===== config.mk =====
export PLATFORM = sky130hd
export DESIGN_NAME = flash_pe_ctrl
export DESIGN_NICKNAME = d
export VERILOG_FILES = /design/src/rtl/flash_pe_pkg.sv /design/src/rtl/flash_pe_regctl.sv /design/src/rtl/flash_pe_latch.sv /design/src/rtl/flash_pe_ctrl.sv
export SDC_FILE = /design/constraint.sdc
export NUM_CORES = 1
export LEC_CHECK = 0
export BUFFER_PORTS_ARGS = -buffer_cell sky130_fd_sc_hd__clkbuf_2
export CAP_MARGIN = 20
export CORE_MARGIN = 4
export CORE_UTILIZATION = 30
export DETAILED_ROUTE_END_ITERATION = 8
export PLACE_DENSITY = 0.59
export SLEW_MARGIN = 25
export SYNTH_ARGS = -nofsm -noshare
export SYNTH_HDL_FRONTEND = slang
export SYNTH_HIERARCHICAL = 1
export SYNTH_SLANG_ARGS = --single-unit

===== constraint.sdc =====
create_clock -name clk -period 2.25 [get_ports clk]
set_clock_uncertainty 0.15 [all_clocks]
set_input_delay 0 -clock clk [delete_from_list [all_inputs] [get_ports clk]]
set_output_delay 0 -clock clk [all_outputs]
set_load 0.01 [all_outputs]

===== src/rtl/flash_pe_pkg.sv =====
package flash_pe_pkg;

  // Bit positions in the control byte (software depends on them)
  localparam int unsigned BIT_EN    = 0;
  localparam int unsigned BIT_LATCH = 1;
  localparam int unsigned BIT_ERASE = 2;
  localparam int unsigned BIT_VSTAT = 3;
  localparam int unsigned BIT_WSTOP = 4;

  typedef struct packed {
    logic waitStop;
    logic eraseSel;
    logic latchArm;
    logic hvEn;
  } ctrl_reg_t;

  // Strobes from control to the latch datapath
  typedef struct packed {
    logic capture;
    logic clearValid;
  } latch_strobe_t;

endpackage


===== src/rtl/flash_pe_regctl.sv =====
module flash_pe_regctl
  import flash_pe_pkg::*;
#(
  parameter int unsigned AW = 16,
  parameter logic [AW-1:0] REG_ADDR = 16'h00F7,
  parameter logic [AW-1:0] ARRAY_LO = 16'h8000,
  parameter logic [AW-1:0] ARRAY_HI = 16'hBFFF
) (
  input  logic          clk,
  input  logic          rstN,
  input  logic          busWrite,
  input  logic [AW-1:0] busAddr,
  input  logic [7:0]    busWdata,
  input  logic          vppHigh,
  input  logic          vectorsInFlash,
  input  logic          capValid,
  output ctrl_reg_t     ctrlQ,
  output latch_strobe_t strobes
);

  logic regHit;
  logic arrayHit;
  ctrl_reg_t ctrlD;
  logic unusedWdata;

  assign regHit      = busWrite && (busAddr == REG_ADDR);
  assign arrayHit    = busWrite && (busAddr >= ARRAY_LO) && (busAddr <= ARRAY_HI);
  assign unusedWdata = ^{busWdata[7:5], busWdata[BIT_VSTAT]};

  always_comb begin
    ctrlD = ctrlQ;
    if (regHit) begin
      // Clock-stop may always be cleared, but set only when vectors are not in flash
      ctrlD.waitStop = busWdata[BIT_WSTOP] && !vectorsInFlash;
      ctrlD.hvEn     = busWdata[BIT_EN];
      // Mode bits are frozen while high voltage is enabled
      if (!ctrlQ.hvEn) begin
        ctrlD.eraseSel = busWdata[BIT_ERASE];
        ctrlD.latchArm = busWdata[BIT_LATCH] && (ctrlQ.latchArm || vppHigh);
      end
    end
  end

  always_ff @(posedge clk or negedge rstN) begin
    if (!rstN) ctrlQ <= '0;
    else       ctrlQ <= ctrlD;
  end

  assign strobes.capture    = arrayHit && ctrlQ.latchArm && !capValid;
  assign strobes.clearValid = !ctrlD.latchArm;

endmodule


===== src/rtl/flash_pe_latch.sv =====
module flash_pe_latch
  import flash_pe_pkg::*;
#(
  parameter int unsigned AW = 16
) (
  input  logic          clk,
  input  logic          rstN,
  input  latch_strobe_t strobes,
  input  logic [AW-1:0] busAddr,
  input  logic [7:0]    busWdata,
  output logic          capValid,
  output logic [AW-1:0] capAddr,
  output logic [7:0]    capData
);

  always_ff @(posedge clk or negedge rstN) begin
    if (!rstN) begin
      capValid <= 1'b0;
      capAddr  <= '0;
      capData  <= '0;
    end else if (strobes.clearValid) begin
      capValid <= 1'b0;
    end else if (strobes.capture) begin
      capValid <= 1'b1;
      capAddr  <= busAddr;
      capData  <= busWdata;
    end
  end

endmodule


===== src/rtl/flash_pe_ctrl.sv =====
module flash_pe_ctrl
  import flash_pe_pkg::*;
#(
  parameter int unsigned AW = 16,
  parameter logic [AW-1:0] REG_ADDR = 16'h00F7,
  parameter logic [AW-1:0] ARRAY_LO = 16'h8000,
  parameter logic [AW-1:0] ARRAY_HI = 16'hBFFF
) (
  input  logic          clk,
  input  logic          rstN,
  input  logic          busWrite,
  input  logic [AW-1:0] busAddr,
  input  logic [7:0]    busWdata,
  output logic [7:0]    busRdata,
  input  logic          vppHigh,
  input  logic          bootProtect,
  input  logic          vectorsInFlash,
  input  logic          waitMode,
  output logic          flashClkEn,
  output logic          eraseMode,
  output logic          eraseBoot,
  output logic          hvEnable,
  output logic          latchValid,
  output logic [AW-1:0] latchAddr,
  output logic [7:0]    latchData
);

  ctrl_reg_t     ctrlQ;
  latch_strobe_t strobes;

  flash_pe_regctl #(
    .AW(AW), .REG_ADDR(REG_ADDR), .ARRAY_LO(ARRAY_LO), .ARRAY_HI(ARRAY_HI)
  ) u_regctl (
    .clk(clk), .rstN(rstN), .busWrite(busWrite), .busAddr(busAddr),
    .busWdata(busWdata), .vppHigh(vppHigh), .vectorsInFlash(vectorsInFlash),
    .capValid(latchValid), .ctrlQ(ctrlQ), .strobes(strobes)
  );

  flash_pe_latch #(.AW(AW)) u_latch (
    .clk(clk), .rstN(rstN), .strobes(strobes), .busAddr(busAddr),
    .busWdata(busWdata), .capValid(latchValid), .capAddr(latchAddr),
    .capData(latchData)
  );

  assign busRdata   = {3'b000, ctrlQ.waitStop, vppHigh, ctrlQ.eraseSel,
                       ctrlQ.latchArm, ctrlQ.hvEn};
  assign flashClkEn = !(waitMode && ctrlQ.waitStop);
  assign eraseMode  = ctrlQ.eraseSel;
  assign eraseBoot  = ctrlQ.eraseSel && !bootProtect;
  assign hvEnable   = ctrlQ.hvEn && ctrlQ.latchArm && latchValid;

endmodule


======== Word level (Yosys, flattened, before mapping) ========
Cells that the tools add are included.
storage, ports and cells
  output and inout port bits .............. 37
  bits of input ports ..................... 31
  bits in registers ....................... 29
operators by class
  $lt $le $gt $ge ......................... 2
  bitwise gates (word level) .............. 1
  equality and inequality tests ........... 2
  reduce and logical (&&, ||, !) cells .... 18
  mux-type cells .......................... 4
operators with widths
  kind                    number
  $eq A16 B8 Y1 const B   1
  $ge A16 B16 Y1 const B  1
  $le A16 B16 Y1 const B  1
  $logic_and A1 B1 Y1     11
  $logic_not A1 Y1        4
  $reduce_and A2 Y1       2
  $mux W1                 3
  $mux W2                 1
  $ne A2 B2 Y1 const B    1
  $logic_or A1 B1 Y1      1
  $not A1 Y1              1

======== Logic depth before layout (Yosys ltp) ========
  depth in word-level cells ............... 7
  gate-level depth with buffers ........... 8
  depth with buffers taken out ............ 6

======== Hierarchy ========
The synthesis kept the hierarchy.
by module, submodules not included
  module           cells an instance  times used  seq. area each (um^2)  area each (um^2)
  flash_pe_latch   55                 1           625.6                  1,043.5
  flash_pe_regctl  25                 1           100.1                  292.8
  flash_pe_ctrl    9                  1           0.0                    57.6

======== Worst setup path after synthesis ========
OpenSTA, ideal clock, no wires.
  path kind ............................... flip-flop to flip-flop
  from .................................... reg, netlist name u_regctl/ctrlQ[0]
  to ...................................... reg u_latch.capAddr[0]
  slack ................................... 284 ps
  arrival ................................. 1,691 ps
  cell stages (with the launch flop) ...... 6
  period minus slack after synthesis ...... 1,966 ps
  library setup time ...................... 125 ps
  cells stage by stage .................... dfrtp_1 -> o41ai_1 -> nor2b_4 -> buf_6 -> buf_12 -> mux2_4
between the ends
  word-level cells in the longest chain between the ends .. 3
ends and longest elaborated chain
  what                                RTL line               text
  $mux W1                             flash_pe_regctl.sv:37  if (!ctrlQ.hvEn) begin
  $mux W2                             flash_pe_regctl.sv:32  if (regHit) begin
  $reduce_and A2 Y1 (no source line)  -
  end signal, assigned                flash_pe_latch.sv:25   capAddr <= busAddr;
  end, declared                       flash_pe_latch.sv:12   output logic [AW-1:0] capAddr,
No other way between the ends.
A chain may end at the register's enable or synchronous reset.

======== Worst setup path after layout ========
  from .................................... in busAddr[5]
  to ...................................... reg u_latch.capData[5]
between the ends
  word-level cells in the longest chain between the ends .. 6
ends and longest elaborated chain
  what                                    RTL line               text
  start, declared                         flash_pe_ctrl.sv:12    input logic [AW-1:0] busAddr,
  $ge A16 B16 Y1                          flash_pe_regctl.sv:27  assign arrayHit = busWrite && (busAddr >= ARRAY_LO) && (busAddr <= ARRAY_HI);
  $logic_and A1 B1 Y1 (2 in a row)        flash_pe_regctl.sv:27
  $logic_and A1 B1 Y1 (2 in a row)        flash_pe_regctl.sv:49  assign strobes.capture = arrayHit && ctrlQ.latchArm && !capValid;
  $reduce_and A2 Y1 (no source line) (*)  -
  end signal, assigned                    flash_pe_latch.sv:26   capData <= busWdata;
  end, declared                           flash_pe_latch.sv:13   output logic [7:0] capData
Mark *: on every way between the ends. The rest lies on a longest branch, timed or not.

==> run metrics <==
status finished, violations left; failing checks negative hold slack; WHS -0.00255 ns; Setup TNS 0 ns; die width 76.2 um; unrepaired setup endpoints after global routing false; Critical Path AT 2.18 ns; required time of the critical path 2.25 ns; detailed-route vias per instance 4.48; CTS tree done; average wire per cell in the routed design 16.1 um; H-tree depth 2; post-layout min period 2.18 ns; Max VDD drop 420 uV; routed wire length 3.84 mm; max-cap violations 0; post-route antenna net violation count 0; DRC Markers 0; share of cells above drive strength 1 57.8%; CP Capture Type flip-flop; Post-CTS Setup Bufs 0; pin count of the biggest net entering global routing 30; Post-Synthesis Cell Area 0.00139 mm^2; Clock Tree Root clkbuf_8; Ys Warns 6; clock sinks 29; Placer Congestion 0.700; Worst setup SP type input pin; Clock Latency Late Sink 0.27 ns; Least-Margin Pin Slew 0.734 ns; post-synth cell types 26; cells after synthesis 89; IO buf count 64; critical path's slowest cell dlygate4sd3_1; Layout fillers 380; final period utilization 96.7%; clk slew on worst S/H paths 0.06 ns; Crit path top cell by count o41ai_4; first-pass GRT wire length 6.03 mm; Clock Path Buffers 2; CTS buffer count 5; num rows 24; die area 0.00580 mm^2; # nets final 218; #FFs+latches synth 29; initial drt markers 33; PwrDens 957 mW/mm^2; initial antenna violation count 0; GR Util All Layers 12.9%; Worst slew margin 51.1%; CP cell instances dlygate4sd3_1, clkbuf_2, nand3_2, o41ai_4, o41ai_4, nor2b_4, clkbuf_16, mux2_4; Initial Util 31.6%; register area share after synthesis 52.1%; # IOs 68; Final Max Tran Viols 0; Crit Path Category input pin to flip-flop; Antenna Cells 0; critical-path maximum fanout 5; most frequent cells in the layout 63 x clkbuf_2, 29 x dfrtp_1, 27 x dlygate4sd3_1, 20 x mux2_4, 6 x clkbuf_8; most common cell after layout, fill and taps aside clkbuf_2; maximum clock rate 0.460 GHz; post-DP HPWL 2.58 mm; Worst path max stage delay 0.52 ns; final setup violation count 0; gr ovfl total 0; Hold WC Path Type input pin to flip-flop; Vias 1070; Layout area overhead 57.6%; vias in the first global route 1213; first drt pass iteration count 2; leakage power 1.09 nW; CORE AREA 0.00441 mm^2; Die Y 76.2 um; endpoints failing hold 1; Syn Area/Cell 15.7 um^2
[kinds of logic (layout without fill, tap and decap cells)]
| family | Yosys count | in the layout | synth area share, % |
|---|---|---|---|
| other cells | 1 | 3 | 0.269 |
| compound gates | 5 | 5 | 3.59 |
| buf+inv | 12 | 108 | 7.45 |
| flops | 29 | 29 | 52.1 |
| mux | 26 | 26 | 26.4 |
| simple gates | 16 | 16 | 10.2 |
[flip-flops by register name (all words and copies together) (netlist names)]
| register | count |
|---|---|
| u_latch/capValid | 1 |
| u_latch/capAddr | 16 |
| u_regctl/ctrlQ | 4 |
| u_latch/capData | 8 |
[final cells by class]
type                       count  area (um^2)  share of cell area (%)
clock buffer                   7         86.3                    3.93
inverter                       4         15.0                   0.683
multi-input combinational     50          607                    27.6
sequential                    29          726                    33.0
tap                           52         65.1                    2.96
timing repair buffer          97          698                    31.8
[metrics by stage]
stage / instance area [um^2] / worst slack, ns / std cells / power [W] / util [%]
2_1_floorplan: 1400 / 0.284 / 91 / 0.00130 / -
3_3_place_gp: 1740 / 0.151 / 203 / 0.00161 / 39.4
3_5_place_dp: 1740 / 0.0296 / 203 / 0.00164 / 39.4
4_1_cts: 2100 / 0.0360 / 237 / 0.00211 / 47.5
5_1_grt: 2200 / 0.00844 / 239 / 0.00223 / 49.8
6_report: 2200 / 0.0749 / 239 / 0.00210 / 49.8
[Yosys cell counts, drive strengths merged]
master,n,share of area (%)
a21boi,1,0.81
nand3,2,1.6
nor2b,2,1.4
and3,1,0.45
nor3,1,0.72
nor2,4,1.1
mux2,26,26
dfrtp,29,52
and4b,1,0.72
nor3b,1,0.90
conb,1,0.27
nand4b,1,0.63
and4bb,1,0.90
nor4,1,1.5
o41ai,3,2.4
nand2,1,0.27
o21ai,1,0.36
buf,8,6.4
inv,4,1.1
[metal layers]
| layer | global-route usage [%] | part of all wire, % |
|---|---|---|
| met3 | 4.14 | 5.6 |
| met1 | 14.3 | 40 |
| met2 | 23.3 | 53 |
| met5 | 0 | 0 |
| met4 | 4.20 | 1.1 |
[final timing paths]
check                                               start                              to  slack [ns]  cells past startpoint
max                                            busAddr[5]  u_latch/capData[5]$_DFFE_PN0P_        0.07                      8
min                                               vppHigh    u_latch/capValid$_DFFE_PN0P_      -0.003                      5
max reg2reg                 u_regctl/ctrlQ[0]$_DFFE_PN0P_  u_latch/capData[5]$_DFFE_PN0P_        0.07                      5
min reg2reg                u_latch/capData[3]$_DFFE_PN0P_  u_latch/capData[3]$_DFFE_PN0P_        0.36                      1
max in group asynchronous                            rstN  u_latch/capData[7]$_DFFE_PN0P_        1.31                      2
min in group asynchronous                            rstN  u_latch/capData[0]$_DFFE_PN0P_        0.17                      2
[where the power goes]
group	internal [W]	total (W)	switching (W)	leakage, nW
logic	0.000471	0.000791	0.000320	0.695
registers	0.000745	0.000882	0.000136	0.347
clock network	0.000242	0.000431	0.000189	0.0443
total	0.00146	0.00210	0.000645	1.09
[what timing repair did]
item | 4_1_cts | 5_1_grt
hold buffers | 27 | 1
endpoints found under the setup margin | 0 | 24
resized for setup | 0 | 6
endpoints found under the hold margin | 57 | 1
[critical path: cells and delay by family]
kind	cells	cell delay [ns]
buf+inv	3	0.85
compound gates	2	0.62
simple gates	2	0.40
mux	1	0.29
(Power assumes the default switching activity.)
